--- config.mk ---
export PLATFORM = sky130hd
export DESIGN_NAME = fcc_top
export DESIGN_NICKNAME = d
export VERILOG_FILES = /design/src/rtl/fcc_pkg.sv /design/src/rtl/fcc_regs.sv /design/src/rtl/fcc_route.sv /design/src/rtl/fcc_fsm.sv /design/src/rtl/fcc_top.sv
export SDC_FILE = /design/constraint.sdc
export NUM_CORES = 1
export LEC_CHECK = 0
export BUFFER_PORTS_ARGS = -buffer_cell sky130_fd_sc_hd__buf_2
export CORE_MARGIN = 4
export CORE_UTILIZATION = 50
export CTS_BUF_LIST = sky130_fd_sc_hd__clkbuf_16
export DETAILED_ROUTE_END_ITERATION = 6
export GPL_ROUTABILITY_DRIVEN = 0
export HOLD_SLACK_MARGIN = 0.08
export PLACE_DENSITY_LB_ADDON = 0.25
export SLEW_MARGIN = 15
export SYNTH_ARGS = -nofsm -noshare
export SYNTH_HDL_FRONTEND = slang
export SYNTH_SLANG_ARGS = --single-unit
--- constraint.sdc ---
create_clock -name clk_i -period 2.46 [get_ports clk_i]
set_clock_uncertainty 0.1 [all_clocks]
set_input_delay 0.123 -clock clk_i [delete_from_list [all_inputs] [get_ports clk_i]]
set_output_delay 0.123 -clock clk_i [all_outputs]
set_load 0.01 [all_outputs]
--- src/rtl/fcc_pkg.sv ---
package fcc_pkg;

  localparam int NUM_SW = 5;
  localparam int NUM_HW = 16;
  localparam int WORD_W = 32;
  localparam int ADDR_W = 6;

  localparam logic [ADDR_W-1:0] ADR_STATUS = 6'h00;
  localparam logic [ADDR_W-1:0] ADR_ENABLE = 6'h04;
  localparam logic [ADDR_W-1:0] ADR_TMO    = 6'h08;
  localparam logic [ADDR_W-1:0] ADR_CTRL   = 6'h0C;
  localparam logic [ADDR_W-1:0] ADR_TOEN   = 6'h1C;
  localparam logic [ADDR_W-1:0] ADR_STATE  = 6'h20;

  typedef enum logic [3:0] {
    ST_NORMAL = 4'b0001,
    ST_ALARM  = 4'b0010,
    ST_FAULT  = 4'b0100,
    ST_CONFIG = 4'b1000
  } fcc_state_e;

  // Software fault i lands at bit WORD_W-1-i, hardware fault j at bit j.
  function automatic logic [WORD_W-1:0] pack_faults(
    input logic [NUM_SW-1:0] sw,
    input logic [NUM_HW-1:0] hw
  );
    logic [WORD_W-1:0] w;
    w = '0;
    for (int i = 0; i < NUM_SW; i++) begin
      w[WORD_W-1-i] = sw[i];
    end
    w[NUM_HW-1:0] = hw;
    return w;
  endfunction

endpackage

--- src/rtl/fcc_regs.sv ---
module fcc_regs
  import fcc_pkg::*;
#(
  parameter int                TMR_W     = 16,
  parameter logic [WORD_W-1:0] IMPL_MASK = '1
) (
  input  logic              clk_i,
  input  logic              rst_ni,
  input  logic [WORD_W-1:0] fault_word_i,
  input  logic              wr_i,
  input  logic [ADDR_W-1:0] addr_i,
  input  logic [WORD_W-1:0] wdata_i,
  input  logic [3:0]        state_i,
  output logic [WORD_W-1:0] status_o,
  output logic [WORD_W-1:0] enable_o,
  output logic [WORD_W-1:0] toen_o,
  output logic [TMR_W-1:0]  tmo_o,
  output logic              cfg_req_o,
  output logic [WORD_W-1:0] rdata_o
);

  localparam int PAD_W = WORD_W - TMR_W;

  logic              wr_status, wr_enable, wr_toen, wr_tmo, wr_ctrl;
  logic [WORD_W-1:0] set_vec;
  logic [WORD_W-1:0] clr_vec;
  logic [WORD_W-1:0] status_q;
  logic [WORD_W-1:0] enable_q, toen_q;
  logic [TMR_W-1:0]  tmo_q;
  logic              cfg_q;

  assign wr_status = wr_i && (addr_i == ADR_STATUS);
  assign wr_enable = wr_i && (addr_i == ADR_ENABLE);
  assign wr_toen   = wr_i && (addr_i == ADR_TOEN);
  assign wr_tmo    = wr_i && (addr_i == ADR_TMO);
  assign wr_ctrl   = wr_i && (addr_i == ADR_CTRL);

  assign set_vec = fault_word_i & IMPL_MASK;
  assign clr_vec = wr_status ? wdata_i : '0;

  // Sticky status: one flop per implemented fault position.
  for (genvar g = 0; g < WORD_W; g++) begin : g_status
    if (IMPL_MASK[g]) begin : g_flop
      always_ff @(posedge clk_i or negedge rst_ni) begin
        if (!rst_ni) begin
          status_q[g] <= 1'b0;
        end else if (set_vec[g]) begin
          status_q[g] <= 1'b1;
        end else if (clr_vec[g]) begin
          status_q[g] <= 1'b0;
        end
      end
    end else begin : g_tie
      assign status_q[g] = 1'b0;
    end
  end

  always_ff @(posedge clk_i or negedge rst_ni) begin
    if (!rst_ni) begin
      enable_q <= '0;
      toen_q   <= '0;
      tmo_q    <= '0;
      cfg_q    <= 1'b0;
    end else begin
      if (wr_enable) enable_q <= wdata_i & IMPL_MASK;
      if (wr_toen)   toen_q   <= wdata_i & IMPL_MASK;
      if (wr_tmo)    tmo_q    <= wdata_i[TMR_W-1:0];
      if (wr_ctrl)   cfg_q    <= wdata_i[0];
    end
  end

  always_comb begin
    unique case (addr_i)
      ADR_STATUS: rdata_o = status_q;
      ADR_ENABLE: rdata_o = enable_q;
      ADR_TMO:    rdata_o = {{PAD_W{1'b0}}, tmo_q};
      ADR_CTRL:   rdata_o = {{(WORD_W-1){1'b0}}, cfg_q};
      ADR_TOEN:   rdata_o = toen_q;
      ADR_STATE:  rdata_o = {{(WORD_W-4){1'b0}}, state_i};
      default:    rdata_o = '0;
    endcase
  end

  assign status_o  = status_q;
  assign enable_o  = enable_q;
  assign toen_o    = toen_q;
  assign tmo_o     = tmo_q;
  assign cfg_req_o = cfg_q;

endmodule

--- src/rtl/fcc_route.sv ---
module fcc_route
  import fcc_pkg::*;
#(
  parameter logic [WORD_W-1:0] IMPL_MASK = '1
) (
  input  logic [WORD_W-1:0] status_i,
  input  logic [WORD_W-1:0] enable_i,
  input  logic [WORD_W-1:0] toen_i,
  output logic              pend_direct_o,
  output logic              pend_alarm_o
);

  logic [WORD_W-1:0] hit_direct;
  logic [WORD_W-1:0] hit_alarm;

  // Per-fault routing: the enable gates the fault, timeout-enable picks the path.
  for (genvar g = 0; g < WORD_W; g++) begin : g_route
    if (IMPL_MASK[g]) begin : g_live
      logic armed;
      assign armed         = status_i[g] & enable_i[g];
      assign hit_direct[g] = armed & ~toen_i[g];
      assign hit_alarm[g]  = armed &  toen_i[g];
    end else begin : g_dead
      assign hit_direct[g] = 1'b0;
      assign hit_alarm[g]  = 1'b0;
    end
  end

  assign pend_direct_o = |hit_direct;
  assign pend_alarm_o  = |hit_alarm;

endmodule

--- src/rtl/fcc_fsm.sv ---
module fcc_fsm
  import fcc_pkg::*;
#(
  parameter int TMR_W = 16
) (
  input  logic             clk_i,
  input  logic             rst_ni,
  input  logic             pend_direct_i,
  input  logic             pend_alarm_i,
  input  logic             cfg_req_i,
  input  logic [TMR_W-1:0] tmo_i,
  output logic [3:0]       state_o,
  output logic [TMR_W-1:0] cnt_o
);

  fcc_state_e       state_q, state_d;
  logic [TMR_W-1:0] cnt_q, cnt_d;
  logic             cnt_zero;

  assign cnt_zero = (cnt_q == '0);

  always_comb begin
    state_d = state_q;
    cnt_d   = cnt_q;
    unique case (state_q)
      ST_NORMAL: begin
        if (pend_direct_i) begin
          state_d = ST_FAULT;
        end else if (pend_alarm_i) begin
          state_d = ST_ALARM;
          cnt_d   = tmo_i;
        end else if (cfg_req_i) begin
          state_d = ST_CONFIG;
        end
      end
      ST_ALARM: begin
        if (pend_direct_i) begin
          state_d = ST_FAULT;
        end else if (!pend_alarm_i) begin
          state_d = ST_NORMAL;
        end else if (cnt_zero) begin
          state_d = ST_FAULT;
        end else begin
          cnt_d = cnt_q - 1'b1;
        end
      end
      ST_FAULT: begin
        if (!pend_direct_i && !pend_alarm_i) state_d = ST_NORMAL;
      end
      ST_CONFIG: begin
        if (!cfg_req_i) state_d = ST_NORMAL;
      end
      default: state_d = ST_NORMAL;
    endcase
  end

  always_ff @(posedge clk_i or negedge rst_ni) begin
    if (!rst_ni) begin
      state_q <= ST_NORMAL;
      cnt_q   <= '0;
    end else begin
      state_q <= state_d;
      cnt_q   <= cnt_d;
    end
  end

  assign state_o = state_q;
  assign cnt_o   = cnt_q;

endmodule

--- src/rtl/fcc_top.sv ---
module fcc_top
  import fcc_pkg::*;
#(
  parameter int                TMR_W   = 16,
  parameter logic [NUM_SW-1:0] SW_IMPL = 5'b11101
) (
  input  logic              clk_i,
  input  logic              rst_ni,
  input  logic [NUM_SW-1:0] sw_fault_i,
  input  logic [NUM_HW-1:0] hw_fault_i,
  input  logic              reg_wr_i,
  input  logic [ADDR_W-1:0] reg_addr_i,
  input  logic [WORD_W-1:0] reg_wdata_i,
  output logic [WORD_W-1:0] reg_rdata_o,
  output logic [3:0]        state_o
);

  localparam logic [WORD_W-1:0] IMPL_MASK = pack_faults(SW_IMPL, '1);

  logic [WORD_W-1:0] fault_word;
  logic [WORD_W-1:0] status, enable, toen;
  logic [TMR_W-1:0]  tmo, alarm_cnt;
  logic              cfg_req, pend_direct, pend_alarm;

  assign fault_word = pack_faults(sw_fault_i, hw_fault_i);

  fcc_regs #(.TMR_W(TMR_W), .IMPL_MASK(IMPL_MASK)) u_regs (
    .clk_i        (clk_i),
    .rst_ni       (rst_ni),
    .fault_word_i (fault_word),
    .wr_i         (reg_wr_i),
    .addr_i       (reg_addr_i),
    .wdata_i      (reg_wdata_i),
    .state_i      (state_o),
    .status_o     (status),
    .enable_o     (enable),
    .toen_o       (toen),
    .tmo_o        (tmo),
    .cfg_req_o    (cfg_req),
    .rdata_o      (reg_rdata_o)
  );

  fcc_route #(.IMPL_MASK(IMPL_MASK)) u_route (
    .status_i      (status),
    .enable_i      (enable),
    .toen_i        (toen),
    .pend_direct_o (pend_direct),
    .pend_alarm_o  (pend_alarm)
  );

  fcc_fsm #(.TMR_W(TMR_W)) u_fsm (
    .clk_i         (clk_i),
    .rst_ni        (rst_ni),
    .pend_direct_i (pend_direct),
    .pend_alarm_i  (pend_alarm),
    .cfg_req_i     (cfg_req),
    .tmo_i         (tmo),
    .state_o       (state_o),
    .cnt_o         (alarm_cnt)
  );

endmodule

# After elaboration in Yosys (flattened, before gate mapping)
# Cells that the tools add are included.
# totals
ff_bits	97
input_bits	62
wordCells	217
# classes
addsub	1
n_eq_ne	18
mux	57
n_bitwise	80
reduce_logical	35
# op_table
cell	count
32-bit one-hot mux with 6 select lines	1
16-bit two-way mux	5
1-bit AND	60
2-bit nonzero test	21
1-bit two-way mux	40
20-bit OR reduction	2
32-bit two-way mux	1
4-bit two-way mux	8
16-bit one-hot mux with 2 select lines	1
1-bit inverter	20
16-bit logical NOT	1
4-bit one-hot mux with 4 select lines	1
16-bit by 1-bit subtractor with 16-bit output (second input constant)	1
6-bit by 4-bit == test with 1-bit output (second input constant)	2
2-bit inequality test (second input constant)	4
6-bit by 3-bit == test with 1-bit output (second input constant)	1
6-bit by 5-bit == test with 1-bit output (second input constant)	1
6-bit == test (second input constant)	1
1-bit logical AND	6
6-bit logical NOT	1
2-bit by 1-bit inequality test with 1-bit output (second input constant)	3
6-bit AND reduction	1
4-bit by 1-bit == test with 1-bit output (second input constant)	1
4-bit by 2-bit == test with 1-bit output (second input constant)	1
other kinds (6)	7

# Longest topological paths before layout
# logic_depth
depth_word	7
ltp_mapped	9
mapped_depth_nobuf	9

# Modules after synthesis
# Synthesis repeated with hierarchy kept, for this count alone.
# unflattened
cells_unflattened	572
area_unflattened_um2	5639.2
# by_module_without_submodules
mod	n_inst	cells_each	area_per_inst_um2	seq_area_each_um2
fcc_regs	1	362	4030.1	1926.8
fcc_fsm	1	149	1295.0	501.7
fcc_route	1	60	310.3	0.0
fcc_top	1	1	3.8	0.0

# Least setup slack after synthesis
# No wires, ideal clock.
# synth_timing
path_kind	reg-to-reg
startpoint	register u_fsm.cnt_q[8], in the netlist u_fsm.cnt_o[8]
endpoint	register u_fsm.cnt_q[0], in the netlist u_fsm.cnt_o[0]
setup_time_ns	0.124
arrival_ns	2.132
t_required_ns	2.236
slack_ns	0.104
stages_incl_launch_ff	9
n_path_buf	0
synth_period_minus_slack_ns	2.356
cell_sequence	dfrtp_1 -> or3_4 -> or4_4 -> nor4_4 -> o21bai_2 -> nand3b_4 -> inv_4 -> and3_1 -> a211o_1
# synth_via
elab_chain_cells	3
# synth_lines
item	line	rtl
start, declared	fcc_fsm.sv:17	logic [TMR_W-1:0] cnt_q, cnt_d;
start signal, assigned	fcc_fsm.sv:63	cnt_q <= cnt_d;
16-bit logical NOT	fcc_fsm.sv:20	assign cnt_zero = (cnt_q == '0);
2-bit inequality test (no line)	--	
6-bit AND reduction (no line)	--	
# No other way between the ends.
# A chain may end at the register's enable or synchronous reset.

# Worst setup path in the final report
# Same ends and word-level chain as after synthesis.

==> results by group <==
Drt
  • Final antenna-violating net count: 0
  • Vias: 4,371
  • Drt drc: 0
  • Via/cell ratio: 5.74
  • Final WL: 14,300 µm
  • Drt pass-1 iters: 5
  • Avg WL per Cell: 18.8 µm
  • DR iter-0 viols: 249

Critical path
  • Worst path max stage delay: 0.47 ns
  • Required time of the critical path: 2.59 ns
  • CP Max Fanout: 6
  • CP cell instances: or3_4, or4_4, nor4_4, o21bai_2, nand3b_4, inv_4, and3_1, a211o_1
  • Buf/Inv on CP: 1
  • CP Class: reg2reg
  • Crit-path slowest cell: or4_4
  • Critical Path Source Type: register
  • Critical path's top delay family: simple AND/OR/NAND/NOR gates
  • Critical Path End Type: register
  • WP data arrival: 2.53 ns

STA
  • Fin. max-slew vios: 0
  • Period utilization: 0.975
  • TNS Setup: 0 ns
  • Fmax: 417 MHz
  • RSZ-0062 raised after global routing: no
  • Final hold vios: 0
  • Final Setup Violations: 0
  • Final min period: 2.40 ns
  • Slew headroom: 0.579
  • Slew @ Worst Pin: 0.631 ns

Synthesis
  • Count leader, synth: dfrtp_1
  • Top cell type by total area after synthesis: dfrtp_1
  • Mapped Area: 4990 µm²
  • EDFF count, synth: 0
  • Warnings from Yosys: 0
  • Synth async-reset ratio: 1.00
  • Mean Syn Cell Area: 10.5 µm²
  • Synth top area cells: dfrtp_1 48%, mux2_2 13%, nand2_1 3.7%
  • Synthesized flop and latch total: 97
  • Ys flop type: dfrtp_1
  • Share of the synthesized area in the top cell type: 0.481
  • List of most frequent post-synthesis cells: 96 x dfrtp_1, 57 x mux2_2, 49 x nand2_1, 29 x o21ai_0
  • Synthesized instance count: 474
  • Count of cell types in the netlist: 49
  • Post-synthesis sequential area ratio: 0.486

Pwr
  • Max IR drop VDD: 0.000393 V
  • P_leak: 0.00295 µW
  • Total Power: 4720 µW
  • Pwr/cell area: 722 nW/µm²

GRT
  • First-pass GRT wire length: 23,000 µm
  • Remaining Overflow, GRT: 0
  • Initial antenna violation count: 0
  • Largest net degree at the start of global routing: 47
  • Tot GR Track Use: 0.255
  • Vias in the first global route: 4,420

Clock network
  • H-tree depth: 3
  • CTS sink count: 97
  • CTS Root Cell: clkbuf_16
  • Clock Latency Late Sink: 0.34 ns
  • CTS Buffer Depth: 2
  • Clock slew at reported path FFs: 0.07 ns
  • Cts bufs inserted: 9
  • CTS tree: yes

Placement
  • HPWL after DPL: 9360 µm
  • Placed instance area: 5610 µm²
  • Port bufs: 72
  • Placed cells: 682

Floorplan
  • I/O Pins: 98
  • Row count: 36
  • Initial core utilization: 0.513
  • Die ar.: 11,700 µm²
  • Core Area: 9730 µm²
  • Die Ht: 108 µm
  • Die W: 108 µm

Layout
  • Finished Layout Cells: 761
  • Share of cells above drive strength 1: 0.287
  • Area growth syn-to-layout: 30.8%
  • Fin nets: 688
  • Final Instance Area: 6530 µm²
  • Antenna diode count: 0

Run
  • # Max-Cap Violations: 0

Worst hold path
  • Hold Path Class: in2reg

Outcome
  • Outcome: finished clean
layer usage:
| layer | wire, µm | track usage | up-vias |
|---|---|---|---|
| met5 | 0 | 0 | - |
| met4 | 350 | 0.0992 | 0 |
| met3 | 730 | 0.0436 | 26 |
| met2 | 7090 | 0.425 | 140 |
| met1 | 6150 | 0.335 | 2165 |
| li1 | - | - | 2040 |
where the power goes:
group | switching [µW] | total (µW) | leakage [µW] | internal (µW)
sequential | 251 | 2080 | 0.00120 | 1820
combinational | 668 | 1280 | 0.00160 | 612
clock | 593 | 1360 | 0.000141 | 769
registers in the layout, summed over array words and instances (netlist names):
register          count
u_fsm.state_o         4
u_fsm.cnt_o          16
u_regs.enable_o      20
u_regs.status_o      20
u_regs.toen_o        20
u_regs.tmo_o         16
u_regs.cfg_req_o      1
layout make-up:
class	count	area, µm²
sequential	97	2430
clock inverter	6	51.3
fill	750	3200
multi-input combinational	346	2410
inverter	9	36.3
tap	133	166
clock buffer	9	225
timing repair buffer	161	1210
worst reg2reg max path, stage by stage (launching register included):
cell      delay [ns]
dfrtp_1         0.41
or3_4           0.38
or4_4           0.47
nor4_4          0.27
o21bai_2        0.11
nand3b_4        0.13
inv_4           0.03
and3_1          0.17
a211o_1         0.22
metrics by stage:
stage | hold WS, ns | utilization | worst slack (ns)
finish | 0.168 | 0.671 | 0.0620
detailed placement | 0.0881 | 0.577 | 0.0431
global route | 0.183 | 0.671 | 0.0117
CTS | 0.161 | 0.669 | 0.0268
floorplan | -0.273 | - | 0.104
global placement | 0.0813 | 0.577 | 0.0713
repair_timing:
action	4_1_cts	5_1_grt
buffers inserted	0	2
endpoints found under the setup margin	0	8
hold buffers	62	0
endpoints found under the hold margin	120	0
resized for setup	0	1
cells in the final DEF, fill, tap and decap left out, types with 3 or more instances in the layout:
cell type | synthesis | routed
a21o_1 | 20 | 20
a21oi_1 | 12 | 12
a221o_1 | 16 | 16
a222oi_1 | 4 | 4
a22o_1 | 12 | 12
a22oi_1 | 3 | 3
a2bb2oi_1 | 3 | 3
buf_2 | 3 | 71
buf_4 | 12 | 25
clkbuf_16 | 0 | 9
conb_1 | 1 | 12
dfrtp_1 | 96 | 96
dlygate4sd3_1 | 0 | 62
inv_1 | 8 | 9
mux2_2 | 57 | 57
mux2i_1 | 5 | 5
nand2_1 | 49 | 49
nand3_1 | 27 | 27
nand3b_1 | 6 | 6
nand4_1 | 5 | 5
nor2_1 | 27 | 27
nor3_1 | 13 | 13
nor4_1 | 6 | 6
o21ai_0 | 29 | 29
o22ai_1 | 9 | 9
worst paths after layout:
check	cells after the start	slack [ns]	to	from
worst max-delay path	8	0.06	u_fsm.cnt_o[0]	u_fsm.cnt_o[8]
worst min-delay path	4	0.17	u_regs.cfg_req_o	reg_addr_i[2]
worst max register to register	8	0.06	u_fsm.cnt_o[0]	u_fsm.cnt_o[8]
worst min register to register	2	0.42	u_fsm.cnt_o[9]	u_fsm.cnt_o[9]
max in group asynchronous	3	1.34	u_fsm.cnt_o[7]	rst_ni
min in group asynchronous	2	0.25	u_fsm.state_o[2]	rst_ni
cells by family after synthesis:
family | share of synthesized area
AND/OR/NAND/NOR | 0.160
AO/OA/AOI/OAI | 0.167
flip-flops | 0.486
multiplexers | 0.139
buffers and inverters | 0.0421
adder cells (fa/ha/maj) | 0.00501
other | 0.000751
Note: power is estimated with default switching activity, not from simulation.
